**config.mk**
```make
export PLATFORM = sky130hd
export DESIGN_NAME = alu_core
export DESIGN_NICKNAME = d
export VERILOG_FILES = /design/src/rtl/alu_pkg.sv /design/src/rtl/alu_addsub.sv /design/src/rtl/alu_logic.sv /design/src/rtl/alu_shifter.sv /design/src/rtl/alu_core.sv
export SDC_FILE = /design/constraint.sdc
export NUM_CORES = 1
export LEC_CHECK = 0
export CAP_MARGIN = 20
export CORE_MARGIN = 3
export CORE_UTILIZATION = 41
export DETAILED_ROUTE_END_ITERATION = 10
export DONT_BUFFER_PORTS = 1
export PLACE_DENSITY_LB_ADDON = 0.15
export SLEW_MARGIN = 25
export SYNTH_ARGS = -nofsm -noshare
export SYNTH_HDL_FRONTEND = slang
export SYNTH_HIERARCHICAL = 1
export SYNTH_SLANG_ARGS = --single-unit
```
**constraint.sdc**
```tcl
create_clock -name vclk -period 4.3
set_input_delay 0.645 -clock vclk [all_inputs]
set_output_delay 0.645 -clock vclk [all_outputs]
set_load 0.1 [all_outputs]
```
**src/rtl/alu_pkg.sv**
```systemverilog
package alu_pkg;
  localparam int unsigned FUNC_W = 6;

  localparam logic [FUNC_W-1:0] FN_SLL  = 6'h00;
  localparam logic [FUNC_W-1:0] FN_SRL  = 6'h02;
  localparam logic [FUNC_W-1:0] FN_SRA  = 6'h03;
  localparam logic [FUNC_W-1:0] FN_SLLV = 6'h04;
  localparam logic [FUNC_W-1:0] FN_SRLV = 6'h06;
  localparam logic [FUNC_W-1:0] FN_SRAV = 6'h07;
  localparam logic [FUNC_W-1:0] FN_ADD  = 6'h20;
  localparam logic [FUNC_W-1:0] FN_ADDU = 6'h21;
  localparam logic [FUNC_W-1:0] FN_SUB  = 6'h22;
  localparam logic [FUNC_W-1:0] FN_SUBU = 6'h23;
  localparam logic [FUNC_W-1:0] FN_AND  = 6'h24;
  localparam logic [FUNC_W-1:0] FN_OR   = 6'h25;
  localparam logic [FUNC_W-1:0] FN_XOR  = 6'h26;
  localparam logic [FUNC_W-1:0] FN_NOR  = 6'h27;
  localparam logic [FUNC_W-1:0] FN_SLT  = 6'h2A;
  localparam logic [FUNC_W-1:0] FN_SLTU = 6'h2B;

  typedef enum logic [1:0] {
    LOG_AND = 2'b00,
    LOG_OR  = 2'b01,
    LOG_XOR = 2'b10,
    LOG_NOR = 2'b11
  } log_op_e;
endpackage

```
**src/rtl/alu_addsub.sv**
```systemverilog
module alu_addsub #(
  parameter int unsigned WIDTH = 32
) (
  input  logic [WIDTH-1:0] a_i,
  input  logic [WIDTH-1:0] b_i,
  input  logic             sub_i,
  output logic [WIDTH-1:0] sum_o,
  output logic             ovf_o,
  output logic             lt_s_o,
  output logic             lt_u_o
);
  localparam int unsigned MSB = WIDTH - 1;

  logic [WIDTH-1:0] b_x;
  logic [WIDTH:0]   ext;

  assign b_x = sub_i ? ~b_i : b_i;
  assign ext = {1'b0, a_i} + {1'b0, b_x} + {{WIDTH{1'b0}}, sub_i};
  assign sum_o = ext[WIDTH-1:0];
  // operands agree in sign, result does not
  assign ovf_o  = (a_i[MSB] == b_x[MSB]) && (sum_o[MSB] != a_i[MSB]);
  // meaningful only when sub_i is set
  assign lt_s_o = sum_o[MSB] ^ ovf_o;
  assign lt_u_o = ~ext[WIDTH];
endmodule

```
**src/rtl/alu_logic.sv**
```systemverilog
module alu_logic #(
  parameter int unsigned WIDTH = 32
) (
  input  logic [WIDTH-1:0]      a_i,
  input  logic [WIDTH-1:0]      b_i,
  input  alu_pkg::log_op_e      op_i,
  output logic [WIDTH-1:0]      res_o
);
  always_comb begin
    unique case (op_i)
      alu_pkg::LOG_AND: res_o = a_i & b_i;
      alu_pkg::LOG_OR:  res_o = a_i | b_i;
      alu_pkg::LOG_XOR: res_o = a_i ^ b_i;
      default:          res_o = ~(a_i | b_i);
    endcase
  end
endmodule

```
**src/rtl/alu_shifter.sv**
```systemverilog
module alu_shifter #(
  parameter int unsigned WIDTH = 32,
  localparam int unsigned SHW  = $clog2(WIDTH)
) (
  input  logic [WIDTH-1:0] data_i,
  input  logic [SHW-1:0]   amt_i,
  input  logic             left_i,
  input  logic             arith_i,
  output logic [WIDTH-1:0] res_o
);
  logic             fill;
  logic [WIDTH-1:0] stage [SHW+1];

  assign fill     = arith_i & data_i[WIDTH-1];
  assign stage[0] = data_i;

  for (genvar k = 0; k < SHW; k++) begin : g_stage
    localparam int unsigned S = 1 << k;
    logic [WIDTH-1:0] moved;
    assign moved = left_i ? {stage[k][WIDTH-1-S:0], {S{1'b0}}}
                          : {{S{fill}}, stage[k][WIDTH-1:S]};
    assign stage[k+1] = amt_i[k] ? moved : stage[k];
  end

  assign res_o = stage[SHW];
endmodule

```
**src/rtl/alu_core.sv**
```systemverilog
module alu_core #(
  parameter int unsigned WIDTH = 32,
  localparam int unsigned SHW  = $clog2(WIDTH)
) (
  input  logic [WIDTH-1:0]           a_i,
  input  logic [WIDTH-1:0]           b_i,
  input  logic [SHW-1:0]             shamt_i,
  input  logic [alu_pkg::FUNC_W-1:0] func_i,
  output logic [WIDTH-1:0]           result_o,
  output logic                       ovf_o,
  output logic                       invalid_o
);
  import alu_pkg::*;

  logic             sub_sel;
  logic [WIDTH-1:0] as_sum, log_res, sh_res;
  logic             as_ovf, lt_s, lt_u;
  logic [SHW-1:0]   sh_amt;

  assign sub_sel = (func_i == FN_SUB) || (func_i == FN_SUBU) ||
                   (func_i == FN_SLT) || (func_i == FN_SLTU);
  // bit 2 picks the register amount
  assign sh_amt  = func_i[2] ? a_i[SHW-1:0] : shamt_i;

  alu_addsub #(.WIDTH(WIDTH)) u_addsub (
    .a_i   (a_i),
    .b_i   (b_i),
    .sub_i (sub_sel),
    .sum_o (as_sum),
    .ovf_o (as_ovf),
    .lt_s_o(lt_s),
    .lt_u_o(lt_u)
  );

  alu_logic #(.WIDTH(WIDTH)) u_logic (
    .a_i  (a_i),
    .b_i  (b_i),
    .op_i (log_op_e'(func_i[1:0])),
    .res_o(log_res)
  );

  // bit 1 clear: left; bit 0 set: arithmetic
  alu_shifter #(.WIDTH(WIDTH)) u_shift (
    .data_i (b_i),
    .amt_i  (sh_amt),
    .left_i (~func_i[1]),
    .arith_i(func_i[0]),
    .res_o  (sh_res)
  );

  always_comb begin
    result_o  = '0;
    ovf_o     = 1'b0;
    invalid_o = 1'b0;
    unique case (func_i)
      FN_ADD, FN_SUB: begin
        result_o = as_sum;
        ovf_o    = as_ovf;
      end
      FN_ADDU, FN_SUBU:                 result_o = as_sum;
      FN_SLT:                           result_o = {{(WIDTH-1){1'b0}}, lt_s};
      FN_SLTU:                          result_o = {{(WIDTH-1){1'b0}}, lt_u};
      FN_AND, FN_OR, FN_XOR, FN_NOR:    result_o = log_res;
      FN_SLL, FN_SRL, FN_SRA,
      FN_SLLV, FN_SRLV, FN_SRAV:        result_o = sh_res;
      default:                          invalid_o = 1'b1;
    endcase
  end
endmodule

```
After elaboration in Yosys (flattened, before gate mapping)

Index checks and enable logic that the tools add are counted.

Register bits after elaboration: 0
Latch bits: 0
Bits in writable memories: 0
ROM bits: 0
Input port bits: 75
Word-level logic and storage cells: 56
Memories: 0

Add/sub/neg operators: 2
Multiply operators: 0
Divide/modulo/power cells: 0
Magnitude comparators: 0
Equal/unequal tests: 19
Shift-type cells: 0
Mux-type cells: 16
Bitwise gates (word level): 8
Reduce and logical (&&, ||, !) cells: 11

Operator list:

| cell                                                | number |
|---|---|
| 2-to-1 mux 32 bit                                   | 11 |
| one-hot mux 32 bit (5 select lines)                 | 1 |
| one-hot mux 32 bit (3 select lines)                 | 1 |
| inverter 32 bit                                     | 2 |
| equality test 6 bit, second input constant          | 10 |
| adder 32 x 32 -> 33 bit                             | 1 |
| adder 33 x 1 -> 33 bit                              | 1 |
| AND 32 bit                                          | 1 |
| bitwise OR 32 bit                                   | 1 |
| XOR 32 bit                                          | 1 |
| equality test 6 x 3 -> 1 bit, second input constant | 3 |
| OR reduction 16 bit                                 | 1 |
| equality test 6 x 2 -> 1 bit, second input constant | 2 |
| OR reduction 4 bit                                  | 2 |
| zero test 6 bit                                     | 1 |
| OR reduction 6 bit                                  | 1 |
| 2-to-1 mux 5 bit                                    | 1 |
| logical OR 1 bit                                    | 3 |
| equality test 2 x 1 -> 1 bit, second input constant | 1 |
| equality test 2 bit, second input constant          | 1 |
| zero test 2 bit                                     | 1 |
| 2-to-1 mux 1 bit                                    | 2 |
| OR reduction 2 bit                                  | 1 |
| AND 1 bit                                           | 1 |
| 5 further kinds                                     | 5 |

Depth between registers and ports, before layout

Gate-level depths: netlist (run 1).

Depth in word-level cells: 12
Mapped depth: 16
Depth with buffers taken out: 15

Modules after synthesis

The synthesis (run 1) kept the hierarchy.

Modules (own cells, without submodules):

| module      | times used | cells each | area an instance (um^2) |
|---|---|---|---|
| alu_shifter | 1          | 588        | 3991.3 |
| alu_logic   | 1          | 306        | 2242.2 |
| alu_addsub  | 1          | 278        | 2084.5 |
| alu_core    | 1          | 94         | 798.3 |

Worst setup path before layout (run 1)

No wires, ideal clock.

Kind: input to output
From: in func_i[2] (netlist name)
To: out result_o[23]
Arrival: 4571 ps
Required time: 3655 ps
Setup slack: -916 ps
Stages on the path: 15
Buffers on the path: 3
Cells stage by stage: buf_4 > nor3_1 > buf_2 > clkbuf_1 > xor2_1 > ha_1 > a21o_1 > a21o_1 > o311a_1 > a41oi_4 > a31oi_4 > a2111oi_2 > nand3b_1 > and2_1 > a221o_1

Elaborated cells between the ends (all ways): 36
Those cells by class: 2 x add/sub; 15 x eq/ne; 12 x mux; 7 x reduce/logical

RTL lines:

| what                                    | line             | text |
|---|---|---|
| start: declaration                      | alu_core.sv:8    | `input logic [alu_pkg::FUNC_W-1:0] func_i,` |
| equality test 6 bit                     | alu_core.sv:20   | `assign sub_sel = (func_i == FN_SUB) \|\| (func_i == FN_SUBU) \|\|` |
| logical OR 1 bit (2 in a row)           | alu_core.sv:20   |  |
| logical OR 1 bit (*)                    | alu_core.sv:21   | `(func_i == FN_SLT) \|\| (func_i == FN_SLTU);` |
| net sub_sel                             | alu_core.sv:15   | `logic sub_sel;` |
| 2-to-1 mux 32 bit                       | alu_addsub.sv:17 | `assign b_x = sub_i ? ~b_i : b_i;` |
| adder 32 x 32 -> 33 bit                 | alu_addsub.sv:18 | `assign ext = {1'b0, a_i} + {1'b0, b_x} + {{WIDTH{1'b0}}, sub_i};` |
| adder 33 x 1 -> 33 bit (*)              | alu_addsub.sv:18 |  |
| net as_sum[23]                          | alu_core.sv:16   | `logic [WIDTH-1:0] as_sum, log_res, sh_res;` |
| one-hot mux 32 bit (5 select lines) (*) | alu_core.sv:55   | `unique case (func_i)` |
| end: declaration                        | alu_core.sv:9    | `output logic [WIDTH-1:0] result_o,` |

Mark *: on every way through the listed nets, which the timed path passes. The rest lies on a longest branch.

Worst setup path after layout (run 1)

From: in func_i[4] (netlist name)
To: out result_o[29]

The elaborated chain is that of the path after synthesis.

==> metrics.md, run 1 <==
| Metric | Value |
|---|---|
| Outcome | finished, violations left |
| Violated checks | negative setup slack |
| Hold path start | func_i[4] |
| Clkbuf count | 0 |
| Initial drt markers | 987 |
| Vias in the first global route | 9905 |
| Synthesized area | 0.00912 sq mm |
| Hold Path Stages | 2 |
| Initial antenna violation count | 0 |
| Die Ht | 155 microns |
| Count of unique library cells instantiated by Yosys | 92 |
| Met2 Use GR | 51.0% |
| Initial Util | 42.6% |
| Yosys warns | 6 |
| Grt total ovfl | 0 |
| Drt wl/cell | 22.9 microns |
| Routed WL | 38700 microns |
| Vias per cell | 6.24 |
| GRT busiest layer | met2 |
| Die X | 155 microns |
| Mapped Cells | 1266 |
| PortBufs | 0 |
| Total of max-cap violations | 0 |
| CP Max Fanout | 5 |
| Final period utilization | 106% |
| Sequential fraction of the synthesis area | 0% |
| Via count | 10500 |
| Die Area | 0.0241 sq mm |
| FFs & Latches | 0 |
| Worst slew pin tran | 0.729 ns |
| HPWL after DPL | 29100 microns |
| Area grow syn2layout | 28.9% |
| Worst EP required | 3.65 ns |
| Hold Path Class | primary input to output port |
| Max transition margin | 51.1% |
| First-pass GRT wire length | 58500 microns |
| Syn Nets | 1437 |
| Most frequent cells in the layout | buf_4 (199), nand2_1 (131), ha_1 (92) |
| # fillers | 2045 |
| Final Hold Viols | 0 |
| Final #Nets | 1586 |
| Register area | 0 sq um |
| Final instance area | 0.0117 sq mm |
| Final setup viols | 16 |
| GRT Overall Usage | 30.1% |
| Pwr Total | 2.00 mW |
| Final WS setup | -0.243 ns |
| Post-route ant nets | 0 |
| Layout cell share with drive strength beyond 1 | 31.1% |
| Unrepaired setup endpoints after global routing | true |
| Drt first pass iters | 5 |
| Fmax | 220 MHz |
| DRC errors left | 0 |
| Ant. Diodes | 0 |
| GR Util met3 | 3.37% |
| Syn avg cell area | 7.20 sq um |
| Crit. End Element | output port |
| Core area | 0.0214 sq mm |
| Setup crit start kind | primary input |
| DP Area | 0.0111 sq mm |
| Slew Viols, Final | 0 |
| Worst Path Arrival | 3.90 ns |
| Leading cell type in the layout, fill and taps excluded | buf_4 |
| Pin count of the biggest net entering global routing | 105 |
| I/O pin total | 109 |
| Leakage power | 5.38 nW |
| Worst Hold Endpoint | invalid_o |
| Final GP Congestion | 0.999 |
| Total power per unit cell area | 170 mW/mm^2 |
| Crit Path Category | primary input to output port |
| Fin crit period | 4.54 ns |
| # rows | 53 |
| Maximum vdd ir drop | 108 uV |
| Met1 Usage GRT | 41.3% |
## worst max path at each step
stage | from | cells after the start | endpoint
floorplan | func_i[4] | 16 | result_o[0]
global placement | func_i[4] | 15 | result_o[24]
detailed placement | func_i[4] | 15 | result_o[24]
CTS | func_i[4] | 16 | result_o[0]
finish | func_i[4] | 15 | result_o[29]
global route | func_i[4] | 15 | result_o[29]
## power breakdown
group	internal, mW	total, mW	switching, mW
Sequential	0	0	0
Clock	0	0	0
Combinational	0.892	2.00	1.10
Total	0.892	2.00	1.10
## stage by stage
| step | utilization, % | hold WS (ns) | TNS, ns | worst slack (ns) | cells |
|---|---|---|---|---|---|
| 2_1_floorplan | - | 1.67 | -0.551 | -0.134 | 1266 |
| 3_3_place_gp | 51.6 | 1.65 | -4.17 | -0.336 | 1655 |
| 3_5_place_dp | 51.6 | 1.65 | -5.03 | -0.414 | 1655 |
| 4_1_cts | 52.8 | 1.65 | -1.53 | -0.196 | 1669 |
| 5_1_grt | 54.8 | 1.66 | -4.11 | -0.373 | 1688 |
| 6_report | 54.8 | 1.65 | -1.94 | -0.243 | 1688 |
## repair_timing
item,4_1_cts,5_1_grt
gates cloned,0,2
pin swaps,36,23
resized for setup,30,55
endpoints found under the setup margin,22,28
buffers inserted,15,17
hold buffers,0,0
## cell families after synthesis
group                    Yosys count  synth area share, %
XOR/XNOR                          62                 5.96
multiplexers                     139                 19.8
AND/OR/NAND/NOR                  370                 19.4
adder cells (fa/ha/maj)           96                 13.3
buffers and inverters            185                 10.2
AO/OA/AOI/OAI                    414                 31.4
## cell usage after synthesis, types with 6 or more instances
cell type / n / share of area [%]
a211oi_1: 32 / 2.6
a21o_1: 17 / 1.4
a21oi_1: 83 / 4.6
a221o_1: 33 / 3.6
a221oi_1: 6 / 0.58
a31oi_1: 12 / 0.82
and2_1: 35 / 2.4
buf_1: 10 / 0.41
buf_2: 17 / 0.93
buf_4: 9 / 0.74
buf_6: 16 / 2.0
clkbuf_1: 38 / 1.6
ha_1: 95 / 13
inv_1: 86 / 3.5
mux2_2: 40 / 4.9
mux2_4: 28 / 4.6
mux2i_1: 49 / 5.4
mux4_2: 16 / 4.0
nand2_1: 132 / 5.4
nand2b_1: 16 / 1.1
nand3_1: 16 / 0.88
nand4_1: 11 / 0.75
nor2_1: 91 / 3.7
nor2b_1: 11 / 0.75
nor3_1: 30 / 1.6
o211ai_1: 10 / 0.82
o21ai_0: 80 / 4.4
o21ai_1: 29 / 1.6
o21bai_1: 10 / 0.82
o221ai_1: 8 / 0.77
o22ai_1: 23 / 1.6
o31ai_1: 6 / 0.49
xnor2_1: 21 / 2.0
xor2_1: 41 / 3.9
## worst max-delay path, cell delays in order
cell and delay (ns):
nand2b_4 0.13, nor3_4 0.19, buf_12 0.17, buf_8 0.12, xor2_1 0.17, ha_1 0.30
a21o_1 0.18, a21o_1 0.18, o311a_4 0.38, a41oi_4 0.26, a31oi_4 0.21, a31oi_2 0.24
xnor2_1 0.08, and2_1 0.15, a221o_4 0.48
## metal layers
metal  part of all wire, %  vias to the layer above
met5                     0                        -
met4                   3.2                        0
met3                   7.5                       76
met2                    47                      464
met1                    43                     5032
li1                      -                     4967
## layout make-up
class / count / area [sq um] / share of cell area, %
timing repair buffer: 243 / 2320 / 19.7
inverter: 89 / 337 / 2.87
multi-input combinational: 1081 / 8750 / 74.5
tap: 275 / 344 / 2.93
Note: power is estimated with default switching activity, not from simulation.
==> run 2, diff against run 1 <==
- CORE_UTILIZATION: 41 -> 40
- clock period: 4.3 -> 4.9 ns (I/O delays scaled with it)
==> run 2 against run 1 <==
Compared with the run above: wire length shrank 3.2%; non-clock buffer count shrank 67; via count shrank 3.1%; critical path depth grew 5; critical path type unchanged; final cell count shrank 3.7%; combinational power shrank 19%; die area grew 2.4%; the run now ends clean.
==> metrics.md, run 2 (synthesized netlist as in run 1, its figures left out) <==
| Metric | Value |
|---|---|
| Outcome | complete, no violations (was finished, violations left) |
| Slew Viols, Final | 0 (unchanged) |
| Final #Nets | 1519 (was 1586) |
| Slowest cell on crit path | or4_4 (was a221o_4) |
| Leakage power | 4.95 nW (was 5.38 nW) |
| Total power per unit cell area | 148 mW/mm^2 (was 170 mW/mm^2) |
| Final Hold Viols | 0 (unchanged) |
| Initial antenna violation count | 0 (unchanged) |
| Setup TNS | 0 ns (was -1.94 ns) |
| CP delay by family, top | compound AO/OA/AOI/OAI gates (unchanged) |
| Worst EP required | 4.16 ns (was 3.65 ns) |
| DRC errors left | 0 (unchanged) |
| Die X | 157 microns (was 155 microns) |
| Crit Path Category | primary input to output port (unchanged) |
| Vias per cell | 6.28 (was 6.24) |
| Setup crit start kind | primary input (unchanged) |
| Vias in the first global route | 9450 (was 9905) |
| Cell chain of the critical path | nand2b_4 > nor3_4 > buf_6 > buf_4 > buf_4 > xor2_1 > ha_1 > buf_6 > a21oi_4 > o21ai_2 > or4_4 > o21ai_4 > o21ai_2 > o21a_1 > buf_4 > buf_4 > xor2_1 > and2_1 > a221o_2 > buf_12 (was nand2b_4 > nor3_4 > buf_12 > buf_8 > xor2_1 > ha_1 > a21o_1 > a21o_1 > o311a_4 > a41oi_4 > a31oi_4 > a31oi_2 > xnor2_1 > and2_1 > a221o_4) |
| Routed WL | 37500 microns (was 38700 microns) |
| Comb pwr share | 100.0% (about the same) |
| GRT Overall Usage | 28.8% (was 30.1%) |
| Buf/Inv on CP | 7 (was 2) |
| I/O pin total | 109 (unchanged) |
| CP Max Fanout | 5 (unchanged) |
| CP Depth | 20 (was 15) |
| Fmax | 209 MHz |
| Pin count of the biggest net entering global routing | 140 (was 105) |
| Core area | 0.0221 sq mm (was 0.0214 sq mm) |
| Final GP Congestion | 0.985 (was 0.999) |
| Grt total ovfl | 0 (unchanged) |
| DP Area | 0.0105 sq mm (was 0.0111 sq mm) |
| Worst slew pin tran | 1.07 ns (was 0.729 ns) |
| First-pass GRT wire length | 56400 microns (was 58500 microns) |
| Worst Path Arrival | 4.06 ns (was 3.90 ns) |
| Crit. End Element | output port (unchanged) |
| Leading cell type in the layout, fill and taps excluded | buf_4 (unchanged) |
| Fin crit period | 4.79 ns |
| Area grow syn2layout | 19.9% (was 28.9%) |
| Die Ht | 157 microns (was 155 microns) |
| Final instance area | 0.0109 sq mm (was 0.0117 sq mm) |
| FFs & Latches | 0 (unchanged) |
| Total of max-cap violations | 0 (unchanged) |
| Ant. Diodes | 0 (unchanged) |
| Max incr delay on CP | 0.43 ns (was 0.48 ns) |
| Drt wl/cell | 23.0 microns (was 22.9 microns) |
| Die Area | 0.0246 sq mm (was 0.0241 sq mm) |
| P_sw | 0.925 mW (was 1.10 mW) |
| Via count | 10200 (was 10500) |
| Clock power share | 0% (about the same) |
| Initial Util | 41.3% (was 42.6%) |
| Most frequent cells in the layout | buf_4 (139), nand2_1 (132), ha_1 (92) (was buf_4 (199), nand2_1 (131), ha_1 (92)) |
| Most common cell on crit path | buf_4 (was a21o_1) |
| Sequential power share | 0% (about the same) |
| Clkbuf count | 0 (unchanged) |
| Register area | 0 sq um (unchanged) |
| Initial drt markers | 872 (was 987) |
| Drt first pass iters | 5 (unchanged) |
| # rows | 54 (was 53) |
| Worst Hold Endpoint | invalid_o (unchanged) |
| Hold Path Class | primary input to output port (unchanged) |
| Switching part of the total | 57.1% (was 55.3%) |
| PortBufs | 0 (unchanged) |
| Hold path start | func_i[4] (unchanged) |
| Hold Path Stages | 1 (was 2) |
| Internal Power | 0.694 mW (was 0.892 mW) |
| Final setup viols | 0 (was 16) |
| HPWL after DPL | 28300 microns (was 29100 microns) |
| Layout cell share with drive strength beyond 1 | 25.7% (was 31.1%) |
| Post-route ant nets | 0 (unchanged) |
| Final period utilization | 97.8% |
| Maximum vdd ir drop | 100 uV (was 108 uV) |
| Max transition margin | 28.4% (was 51.1%) |
-- run 2: through the flow --
step	setup slack, ns	hold slack, ns	cells	power (mW)	util (%)
global route	-0.0250	1.88	1626	1.72	49.5
CTS	-0.0379	1.88	1618	1.56	48.5
finish	0.106	1.88	1626	1.62	49.5
global placement	-0.463	1.88	1601	1.52	47.4
floorplan	-0.0800	1.85	1266	1.04	-
detailed placement	-0.494	1.88	1601	1.51	47.4
-- run 2: worst max path at each step --
| stage | slack, ns | from | end |
|---|---|---|---|
| 2_1_floorplan | -0.08 | func_i[2] | result_o[0] |
| 3_3_place_gp | -0.46 | func_i[4] | result_o[0] |
| 3_5_place_dp | -0.49 | func_i[4] | result_o[0] |
| 4_1_cts | -0.04 | func_i[4] | result_o[0] |
| 5_1_grt | -0.03 | func_i[4] | result_o[31] |
| 6_report | 0.11 | func_i[4] | result_o[28] |
-- run 2: area by class of cell --
type               count  area (sq um)
fillers             2165         11200
multi-input cells   1081          8470
well taps            280           350
inverters             89           337
repair buffers       176          1770
-- run 2: timing repair --
item                                    in CTS  in global routing
pin swaps                                   14                 32
hold buffers                                 0                  0
cloned                                       1                  1
gates resized for setup                     19                 35
endpoints found under the setup margin       2                 14
buffers inserted                            16                 11
-- run 2: power groups by stage --
stage                     combinational, mW  sequential, mW  clock, mW
after floorplan                        1.04               0          0
after CTS                              1.56               0          0
final                                  1.62               0          0
after detailed placement               1.51               0          0
after global placement                 1.52               0          0
after global routing                   1.72               0          0
-- run 2: per-layer routing --
| metal | global-route usage [%] | part of all wire [%] |
|---|---|---|
| met1 | 41.8 | 45 |
| met5 | 0 | 0 |
| met2 | 46.0 | 45 |
| met3 | 3.00 | 7.1 |
| met4 | 6.25 | 2.8 |
==> run 3, diff against run 2 <==
- PLACE_DENSITY: unset -> 0.66
- PLACE_DENSITY_LB_ADDON: 0.15 -> unset
==> run 3 against run 2 <==
Compared with the run above: via count grew 0.29%; hold slack lost 0.048 ns; sequential share of layout area did not move; worst setup slack worse by 0.080 ns; global-route usage down 1.2 points.
==> metrics.md, run 3 (synthesized netlist as in run 1, its figures left out) <==
| Metric | Value |
|---|---|
| Setup crit start kind | primary input (unchanged) |
| Total of max-cap violations | 0 (unchanged) |
| Routed WL | 36000 microns (was 37500 microns) |
| Vias per cell | 6.38 (was 6.28) |
| Final setup viols | 0 (unchanged) |
| Fin crit period | 4.87 ns (was 4.79 ns) |
| # fillers | 2126 (was 2165) |
| Max transition margin | 34.5% (was 28.4%) |
| Unrepaired setup endpoints after global routing | true |
| Drt wl/cell | 22.4 microns (was 23.0 microns) |
| Most frequent cells in the layout | nand2_1 (132), buf_4 (115), ha_1 (95) (was buf_4 (139), nand2_1 (132), ha_1 (92)) |
| Worst slew pin tran | 0.976 ns (was 1.07 ns) |
| Register area | 0 sq um (unchanged) |
| Crit Path Category | primary input to output port (unchanged) |
| Utilization of the core after routing | 48.4% (was 49.5%) |
| I/O pin total | 109 (unchanged) |
| Hold Buf Count CTS | 0 (unchanged) |
| HPWL after DPL | 27300 microns (was 28300 microns) |
| Initial drt markers | 1159 (was 872) |
| # rows | 54 (unchanged) |
| Clkbuf count | 0 (unchanged) |
| Die Area | 0.0246 sq mm (unchanged) |
| Final GP Congestion | 0.990 (was 0.985) |
| PortBufs | 0 (unchanged) |
| Initial Util | 41.3% (unchanged) |
| Post-route ant nets | 0 (unchanged) |
| Crit. End Element | output port (unchanged) |
| Core area | 0.0221 sq mm (unchanged) |
| DRC errors left | 0 (unchanged) |
| Grt total ovfl | 0 (unchanged) |
| Worst Path Arrival | 4.14 ns (was 4.06 ns) |
| Final period utilization | 99.5% (was 97.8%) |
| Final Hold Viols | 0 (unchanged) |
| Area grow syn2layout | 17.2% (was 19.9%) |
| FFs & Latches | 0 (unchanged) |
| Worst EP required | 4.16 ns (about the same) |
| Via count | 10200 (about the same) |
| Die Ht | 157 microns (unchanged) |
| Final #Nets | 1497 (was 1519) |
| Die X | 157 microns (unchanged) |
| CP Max Fanout | 8 (was 5) |
| Fmax | 205 MHz (was 209 MHz) |
| Hold Path Class | primary input to output port (unchanged) |
| Vias in the first global route | 9607 (was 9450) |
| Drt first pass iters | 7 (was 5) |
| Pin count of the biggest net entering global routing | 140 (unchanged) |
| Slew Viols, Final | 0 (unchanged) |
| Initial antenna violation count | 3 (was 0) |
| Leading cell type in the layout, fill and taps excluded | nand2_1 (was buf_4) |
| Outcome | complete, no violations (unchanged) |
| First-pass GRT wire length | 55000 microns (was 56400 microns) |
| Layout cell share with drive strength beyond 1 | 23.6% (was 25.7%) |
| GRT Overall Usage | 27.6% (was 28.8%) |
==> run 3: changes by cell type in the layout (fill, tap and decap cells not counted), moves of 2 or more <==
| cell | previous run | this run |
|---|---|---|
| nand3_1 | 14 | 16 |
| nand3_2 | 2 | 0 |
| a31oi_1 | 10 | 12 |
| ha_1 | 92 | 95 |
| ha_2 | 3 | 0 |
| o21ai_0 | 75 | 77 |
| buf_4 | 139 | 115 |
| a211oi_2 | 3 | 1 |
| a211oi_1 | 29 | 31 |
| a31oi_2 | 2 | 0 |
| buf_6 | 2 | 5 |
==> run 3: per-stage QoR <==
| step | worst slack [ns] | instances | area [sq um] | setup TNS (ns) | hold WS (ns) |
|---|---|---|---|---|---|
| 5_1_grt | -0.0929 | 1604 | 10700 | -0.189 | 1.85 |
| 2_1_floorplan | -0.0800 | 1266 | 9150 | -0.177 | 1.85 |
| 6_report | 0.0263 | 1605 | 10700 | 0 | 1.83 |
| 4_1_cts | 0.0236 | 1595 | 10400 | 0 | 1.83 |
| 3_3_place_gp | -0.00323 | 1595 | 10400 | -0.00323 | 1.83 |
| 3_5_place_dp | -0.125 | 1595 | 10400 | -0.261 | 1.83 |
==> run 3: worst max-delay path, stage by stage <==
cell and delay, ns:
nand2b_4 0.13, nor3_4 0.16, buf_6 0.19, buf_4 0.13, xor2_1 0.14, ha_1 0.27
buf_4 0.15, a211oi_1 0.21, nand2_1 0.13, o311ai_1 0.58, o311ai_2 0.17, a31oi_1 0.25
mux2_2 0.18, mux2i_1 0.06, buf_4 0.15, nor2b_2 0.11, a221o_4 0.36
==> run 3: final timing paths <==
path | to | start | cells past startpoint
worst max-delay path | result_o[0] | func_i[4] | 17
worst min-delay path | invalid_o | func_i[4] | 2
==> run 3: repair_timing <==
| action | in CTS | in global routing |
|---|---|---|
| setup endpoints to repair | 5 | 15 |
| pin swaps | 2 | 31 |
| gates resized for setup | 6 | 34 |
| setup buffers | 0 | 9 |
==> run 3: layout make-up <==
cell class	instances	area [sq um]	area share [%]
inverters	89	337	3.15
well taps	280	350	3.28
diodes	1	2.50	0.0234
multi-input cells	1081	8400	78.6
repair buffers	154	1600	14.9
==> run 3: layer usage <==
| metal | share of wire (%) | global-route usage, % | up-vias |
|---|---|---|---|
| met3 | 7.9 | 3.77 | 70 |
| met2 | 46 | 45.3 | 480 |
| met5 | 0.044 | 0 | - |
| li1 | - | - | 4777 |
| met1 | 43 | 38.7 | 4908 |
| met4 | 2.4 | 5.88 | 4 |
